$ cat src/rtl/rfsh_pkg.sv
`timescale 1ns/1ps
package rfsh_pkg;

   // Convert a duration in ns to whole clock cycles.
   function automatic int unsigned ns_to_cycles(int unsigned dur_ns, int unsigned period_ps);
      return (dur_ns * 1000) / period_ps;
   endfunction

   function automatic bit is_pow2(int unsigned v);
      return (v != 0) && ((v & (v - 1)) == 0);
   endfunction

   function automatic int unsigned width_for(int unsigned max_val);
      return (max_val > 1) ? $clog2(max_val + 1) : 1;
   endfunction

endpackage

$ cat src/rtl/rfsh_interval_timer.sv
`timescale 1ns/1ps
module rfsh_interval_timer #(
   parameter int unsigned PERIOD = 6240
) (
   input  logic clk_i,
   input  logic rst_ni,
   output logic tick_o
);
   localparam int unsigned CW = rfsh_pkg::width_for(PERIOD - 1);
   localparam logic [CW-1:0] LAST = CW'(PERIOD - 1);

   logic [CW-1:0] cnt_q;

   always_ff @(posedge clk_i or negedge rst_ni) begin
      if (!rst_ni)            cnt_q <= '0;
      else if (cnt_q == LAST) cnt_q <= '0;
      else                    cnt_q <= cnt_q + 1'b1;
   end

   assign tick_o = (cnt_q == LAST);
endmodule

$ cat src/rtl/rfsh_credit.sv
`timescale 1ns/1ps
module rfsh_credit #(
   parameter int unsigned MAX_OWED = 8
) (
   input  logic clk_i,
   input  logic rst_ni,
   input  logic tick_i,
   input  logic take_i,
   output logic pending_o,
   output logic overflow_o
);
   localparam int unsigned OW = rfsh_pkg::width_for(MAX_OWED);
   localparam logic [OW-1:0] FULL = OW'(MAX_OWED);

   logic [OW-1:0] owed_q;
   logic          err_q;

   always_ff @(posedge clk_i or negedge rst_ni) begin
      if (!rst_ni) begin
         owed_q <= '0;
         err_q  <= 1'b0;
      end else begin
         unique case ({tick_i, take_i})
            2'b10: begin
               if (owed_q == FULL) err_q  <= 1'b1;
               else                owed_q <= owed_q + 1'b1;
            end
            2'b01:   owed_q <= owed_q - 1'b1;
            default: ;
         endcase
      end
   end

   assign pending_o  = (owed_q != '0);
   assign overflow_o = err_q;
endmodule

$ cat src/rtl/rfsh_busy_timer.sv
`timescale 1ns/1ps
module rfsh_busy_timer #(
   parameter int unsigned HOLD = 256
) (
   input  logic clk_i,
   input  logic rst_ni,
   input  logic start_i,
   output logic busy_o
);
   localparam int unsigned BW = rfsh_pkg::width_for(HOLD);
   localparam logic [BW-1:0] LOAD = BW'(HOLD);

   logic [BW-1:0] left_q;

   always_ff @(posedge clk_i or negedge rst_ni) begin
      if (!rst_ni)             left_q <= '0;
      else if (start_i)        left_q <= LOAD;
      else if (left_q != '0)   left_q <= left_q - 1'b1;
   end

   assign busy_o = (left_q != '0);
endmodule

$ cat src/rtl/rfsh_group_ctr.sv
`timescale 1ns/1ps
module rfsh_group_ctr #(
   parameter int unsigned GROUPS = 8192,
   localparam int unsigned GW = (GROUPS > 1) ? $clog2(GROUPS) : 1
) (
   input  logic          clk_i,
   input  logic          rst_ni,
   input  logic          step_i,
   output logic [GW-1:0] group_o,
   output logic          wrap_o
);
   localparam logic [GW-1:0] LAST = GW'(GROUPS - 1);

   logic [GW-1:0] next_q, next_inc, grp_q;
   logic          wrap_q;

   generate
      if (rfsh_pkg::is_pow2(GROUPS)) begin : g_natural_wrap
         assign next_inc = next_q + 1'b1;
      end else begin : g_compare_wrap
         assign next_inc = (next_q == LAST) ? '0 : next_q + 1'b1;
      end
   endgenerate

   always_ff @(posedge clk_i or negedge rst_ni) begin
      if (!rst_ni) begin
         next_q <= '0;
         grp_q  <= '0;
         wrap_q <= 1'b0;
      end else begin
         wrap_q <= step_i && (next_q == LAST);
         if (step_i) begin
            grp_q  <= next_q;
            next_q <= next_inc;
         end
      end
   end

   assign group_o = grp_q;
   assign wrap_o  = wrap_q;
endmodule

$ cat src/rtl/rfsh_sched.sv
`timescale 1ns/1ps
module rfsh_sched #(
   parameter int unsigned CLK_PERIOD_PS       = 1250,
   parameter int unsigned REFRESH_INTERVAL_NS = 7800,
   parameter int unsigned REFRESH_BUSY_NS     = 320,
   parameter int unsigned ROW_GROUPS          = 8192,
   parameter int unsigned MAX_OWED            = 8,
   localparam int unsigned GROUP_W = (ROW_GROUPS > 1) ? $clog2(ROW_GROUPS) : 1
) (
   input  logic               clk_i,
   input  logic               rst_ni,
   input  logic               quiesced_i,
   output logic               req_o,
   output logic               ref_cmd_o,
   output logic               busy_o,
   output logic [GROUP_W-1:0] group_o,
   output logic               window_done_o,
   output logic               owe_err_o
);
   localparam int unsigned INTERVAL_CYC = rfsh_pkg::ns_to_cycles(REFRESH_INTERVAL_NS, CLK_PERIOD_PS);
   localparam int unsigned BUSY_CYC     = rfsh_pkg::ns_to_cycles(REFRESH_BUSY_NS, CLK_PERIOD_PS);

   // Elaboration checks on the parameter set.
   if (BUSY_CYC < 1) begin : g_chk_busy
      $error("refresh busy time is shorter than one clock");
   end
   if (INTERVAL_CYC <= BUSY_CYC + 1) begin : g_chk_interval
      $error("refresh interval must exceed busy time plus one cycle");
   end
   if (ROW_GROUPS < 2) begin : g_chk_groups
      $error("at least two row groups are required");
   end
   if (MAX_OWED < 1) begin : g_chk_owed
      $error("owed-credit limit must be at least one");
   end

   logic tick, pending, busy, issue, cmd_q;

   rfsh_interval_timer #(.PERIOD(INTERVAL_CYC)) u_timer (
      .clk_i  (clk_i),
      .rst_ni (rst_ni),
      .tick_o (tick)
   );

   rfsh_credit #(.MAX_OWED(MAX_OWED)) u_credit (
      .clk_i      (clk_i),
      .rst_ni     (rst_ni),
      .tick_i     (tick),
      .take_i     (issue),
      .pending_o  (pending),
      .overflow_o (owe_err_o)
   );

   rfsh_busy_timer #(.HOLD(BUSY_CYC)) u_busy (
      .clk_i   (clk_i),
      .rst_ni  (rst_ni),
      .start_i (issue),
      .busy_o  (busy)
   );

   rfsh_group_ctr #(.GROUPS(ROW_GROUPS)) u_group (
      .clk_i   (clk_i),
      .rst_ni  (rst_ni),
      .step_i  (issue),
      .group_o (group_o),
      .wrap_o  (window_done_o)
   );

   assign req_o = pending && !busy;
   assign issue = req_o && quiesced_i;

   always_ff @(posedge clk_i or negedge rst_ni) begin
      if (!rst_ni) cmd_q <= 1'b0;
      else         cmd_q <= issue;
   end

   assign ref_cmd_o = cmd_q;
   assign busy_o    = busy;
endmodule

$ cat config.mk
export PLATFORM = sky130hd
export DESIGN_NAME = rfsh_sched
export DESIGN_NICKNAME = d
export VERILOG_FILES = /design/src/rtl/rfsh_pkg.sv /design/src/rtl/rfsh_interval_timer.sv /design/src/rtl/rfsh_credit.sv /design/src/rtl/rfsh_busy_timer.sv /design/src/rtl/rfsh_group_ctr.sv /design/src/rtl/rfsh_sched.sv
export SDC_FILE = /design/constraint.sdc
export NUM_CORES = 1
export LEC_CHECK = 0
export ABC_AREA = 1
export BUFFER_PORTS_ARGS = -buffer_cell sky130_fd_sc_hd__buf_4
export CAP_MARGIN = 25
export CORE_MARGIN = 3
export CORE_UTILIZATION = 50
export CTS_CLUSTER_SIZE = 30
export DETAILED_ROUTE_END_ITERATION = 7
export PLACE_DENSITY_LB_ADDON = 0.25
export REMOVE_ABC_BUFFERS = 1
export SETUP_SLACK_MARGIN = 0.5
export SLEW_MARGIN = 0
export SYNTH_ARGS = -nofsm -noshare
export SYNTH_HDL_FRONTEND = slang
export SYNTH_SLANG_ARGS = --single-unit
export TNS_END_PERCENT = 50
$ cat constraint.sdc
create_clock -name clk_i -period 1.8 [get_ports clk_i]
set_input_delay 0.18 -clock clk_i [delete_from_list [all_inputs] [get_ports clk_i]]
set_output_delay 0.18 -clock clk_i [all_outputs]
set_load 0.005 [all_outputs]
==> flow_metrics.tcl <==
set metrics [dict create \
    cp-endpoint "u_credit.owed_q[2]$_DFFE_PN0P_" \
    p_seq_share_pct 46.9 \
    multi_input_area_sq_um 1411 \
    die_h_um 79.64 \
    grt_pass1_vias 2213 \
    rows 26 \
    p_leak_nw 1.929 \
    coreArea_sq_um 5172 \
    path_cells "inv_2, ha_4, nand2_4, nor2_4, nand3_4, nor2_8, nand3_2, and2_4, ha_4, a21oi_2, xnor2_1, o21ai_1" \
    layoutNonFillerInstCount 447 \
    die-area_sq_um 6343 \
    end_kind "register" \
    r2r-start "u_busy.left_q[1]$_DFFE_PN0P_" \
    cp-start-kind "register" \
    track_usage_pct 19.36 \
    dpl.cell_count 413 \
    netlist_instances 299 \
    clock-root-buffer "clkbuf_8" \
    antenna_found_initial 0 \
    cp_max_fo 2 \
    hp-class "in2reg" \
    drt_iter0_markers 110 \
    total_power_mw 3.390 \
    placed_area_sq_um 3139 \
    crit_start "u_busy.left_q[1]$_DFFE_PN0P_" \
    dpl.hpwl_mm 3.626 \
    setup_ws_ns -0.09671 \
    max_stage_delay_ns 0.40 \
    yosysSeqAreaShare_pct 50.76 \
    wire_per_inst_um 13.83 \
    synth_cell_types 32 \
    numPortBuffers 20 \
    cts_htree_levels 2 \
    r2r-end "u_credit.owed_q[2]$_DFFE_PN0P_" \
    fin_crit_sh_pct 105.4 \
    crit_top_cell "ha_4" \
    initial_core_util_pct 52.42 \
    die_w_um 79.64 \
    cp.depth 12 \
    drtAntennaViolNets 0 \
    violations "setup timing" \
    period_needed_ns 1.897 \
    final.setup_skew_ns 0.007275 \
    slew_violations 0 \
    nNetsFinal 384 \
    insertedDiodeCount 0 \
    clk_path_buf_depth 2 \
    vdd_drop_max_mv 0.6224 \
    slowest_stage "dfrtp_1" \
    finalHoldViolCount 0 \
    max-slew-margin-rel_pct 53.60 \
    crit_buf_inv 1 \
    vias_per_cell 4.955 \
    overflow 0 \
    pwr_density_cell_nw_per_um2 890.6 \
    cts_tree "done" \
    rsz0062_at_grt "yes" \
    clkPwrFrac_pct 20.7 \
    r2r_slack_ns -0.1 \
    critical-path-top-delay-family "simple AND/OR/NAND/NOR gates" \
    firstDrtPassIters 4 \
    pwr-share-comb_pct 32.5 \
    cts-buffers-inserted 5 \
    fmaxAchievable_mhz 527.2 \
    ys_warn_count 0 \
    wl_mm 6.180 \
    final_cell_area_sq_um 3806 \
    reg2reg_depth 12 \
    critPathKind "reg2reg" \
    clkSinkCount 55 \
    grt_first_pass_wirelength_mm 9.811 \
    grt_max_degree 56 \
    swShare_pct 34.25 \
    post-route-util_pct 73.58 \
    maxCapViolCount 0 \
    status "finished with violations" \
    fillCellCount 339 \
    synth-seq-cells 55 \
    globalplace.congestion 0.8263 \
    drive_above_1_share_pct 44.30 \
    p_int_mw 2.229 \
    tightest_slew_ns 0.6960 \
    clock_latency_ns 0.31 \
    critPathRequiredTime_ns 2.00 \
    min_path_cells 5 \
    area_growth_pct 40.38 \
    drc 0 \
    vias 2215 \
    ios 21 \
    worstPathArrival_ns 2.10 \
    syn_avg_cell_area_sq_um 9.068 \
    syn_area_sq_um 2711 \
    setup_viol 6 \
    clk_pin_slew_ns 0.10 \
    seq_area_sq_um 1379 \
    power_switching_mw 1.161 \
]
==> timing repair <==
action | 4_1_cts | 5_1_grt
cloned | 0 | 1
pin swaps | 23 | 28
buffers inserted | 14 | 10
gates resized for setup | 61 | 50
endpoints found under the setup margin | 50 | 54
hold buffers | 1 | 0
hold endpoints to repair | 55 | 0
==> power by group through the flow <==
stage          clock, mW  combinational, mW  sequential, mW
2_1_floorplan          0              0.522            1.58
3_3_place_gp           0              0.801            1.58
3_5_place_dp           0              0.828            1.59
4_1_cts            0.717              0.951            1.58
5_1_grt            0.764               1.21            1.61
6_report           0.701               1.10            1.59
==> cell usage after synthesis <==
cell	count	area, sq um
nand4_4	1	21.27
a21o_1	2	15.01
ha_1	5	62.56
nand3_4	2	35.03
o21bai_1	1	7.510
nand2_1	59	221.5
inv_2	10	37.54
buf_2	1	5.000
nor2_2	1	6.260
nand3_2	3	30.03
nand4_1	3	18.77
nand3_1	15	75.07
a21oi_1	7	35.03
nor2_1	28	105.1
nor3_1	7	35.03
xor2_1	17	148.9
nor2_4	2	22.52
nor2_8	3	60.06
dfrtp_1	55	1376
xnor2_1	4	35.03
nor4_1	1	6.260
nand2_4	3	33.78
nand2_2	3	18.77
inv_1	39	146.4
a31oi_1	2	12.51
o21ai_0	12	60.06
o21ai_1	6	30.03
nor4_2	2	25.02
clkinv_1	1	3.750
o31ai_1	1	7.510
clkbuf_1	2	7.510
and2_1	1	6.260
==> cell usage in the layout, fill, tap and decap left out, types with 6 or more instances in the layout <==
| master | count |
|---|---|
| a21oi_1 | 6 |
| buf_4 | 48 |
| buf_6 | 21 |
| dfrtp_1 | 53 |
| inv_1 | 34 |
| inv_2 | 16 |
| nand2_1 | 43 |
| nand2_2 | 16 |
| nand2_4 | 6 |
| nand3_1 | 10 |
| nand3_2 | 7 |
| nor2_1 | 17 |
| nor2_2 | 8 |
| nor2_4 | 6 |
| o21ai_1 | 13 |
| xor2_1 | 16 |
==> layer usage <==
| layer | wire length [um] | share of wire (%) | GRT usage, % |
|---|---|---|---|
| met5 | 0 | 0 | 0 |
| met3 | 180 | 2.9 | 3.047 |
| met1 | 2665 | 43 | 23.86 |
| met2 | 3215 | 52 | 34.64 |
| met4 | 119 | 1.9 | 5.842 |
==> cells by family (layout without fill, tap and decap cells) <==
group | count (synthesis) | after routing | share of synthesized area, %
AOI/OAI and AO/OA | 31 | 31 | 6.184
and+or+nand+nor | 134 | 134 | 26.58
adders and majority gates | 5 | 5 | 2.307
DFF | 55 | 55 | 50.76
xor gates and xnor gates | 21 | 21 | 6.783
buffers and inverters | 53 | 131 | 7.383
==> stage by stage <==
step	TNS, ns	setup slack [ns]	hold slack (ns)
6_report	-0.3377	-0.09671	0.3941
5_1_grt	-2.017	-0.2102	0.4022
4_1_cts	-0.1130	-0.05269	0.3578
3_5_place_dp	-0.2944	-0.1481	0.2767
3_3_place_gp	-0.07556	-0.07556	0.2719
2_1_floorplan	-0.3264	-0.2264	-0.1156
==> flip-flops by register name (all words and copies together), names as in the netlist <==
name,cells
u_group.group_o,13
u_group.next_q,13
u_timer.cnt_q,13
u_busy.left_q,9
u_credit.owed_q,4
ref_cmd_o,1
u_credit.overflow_o,1
u_group.wrap_o,1
==> worst min path at each step <==
stage / from / slack [ns] / end
global placement: rst_ni / 0.27 / u_timer.cnt_q[4]$_DFF_PN0_
detailed placement: rst_ni / 0.28 / u_timer.cnt_q[4]$_DFF_PN0_
floorplan: rst_ni / -0.12 / ref_cmd_o$_DFF_PN0_
CTS: quiesced_i / 0.36 / u_credit.owed_q[3]$_DFFE_PN0P_
global route: quiesced_i / 0.40 / u_credit.owed_q[3]$_DFFE_PN0P_
finish: quiesced_i / 0.39 / u_credit.owed_q[3]$_DFFE_PN0P_
==> area by class of cell <==
cell class                      count  area share (%)
Timing Repair Buffer               73           17.13
Inverter                           50           4.931
Clock inverter                      2          0.4274
Clock buffer                        6           1.907
Multi-Input combinational cell    191           37.08
Sequential cell                    55           36.23
Tap cell                           70           2.301
==> tightest hold or removal path: stages <==
cell	delay (ns)
buf_4	0.14
nand3_4	0.08
buf_4	0.14
nand3_1	0.07
nand2_1	0.06
Note: power is estimated with default switching activity, not from simulation.
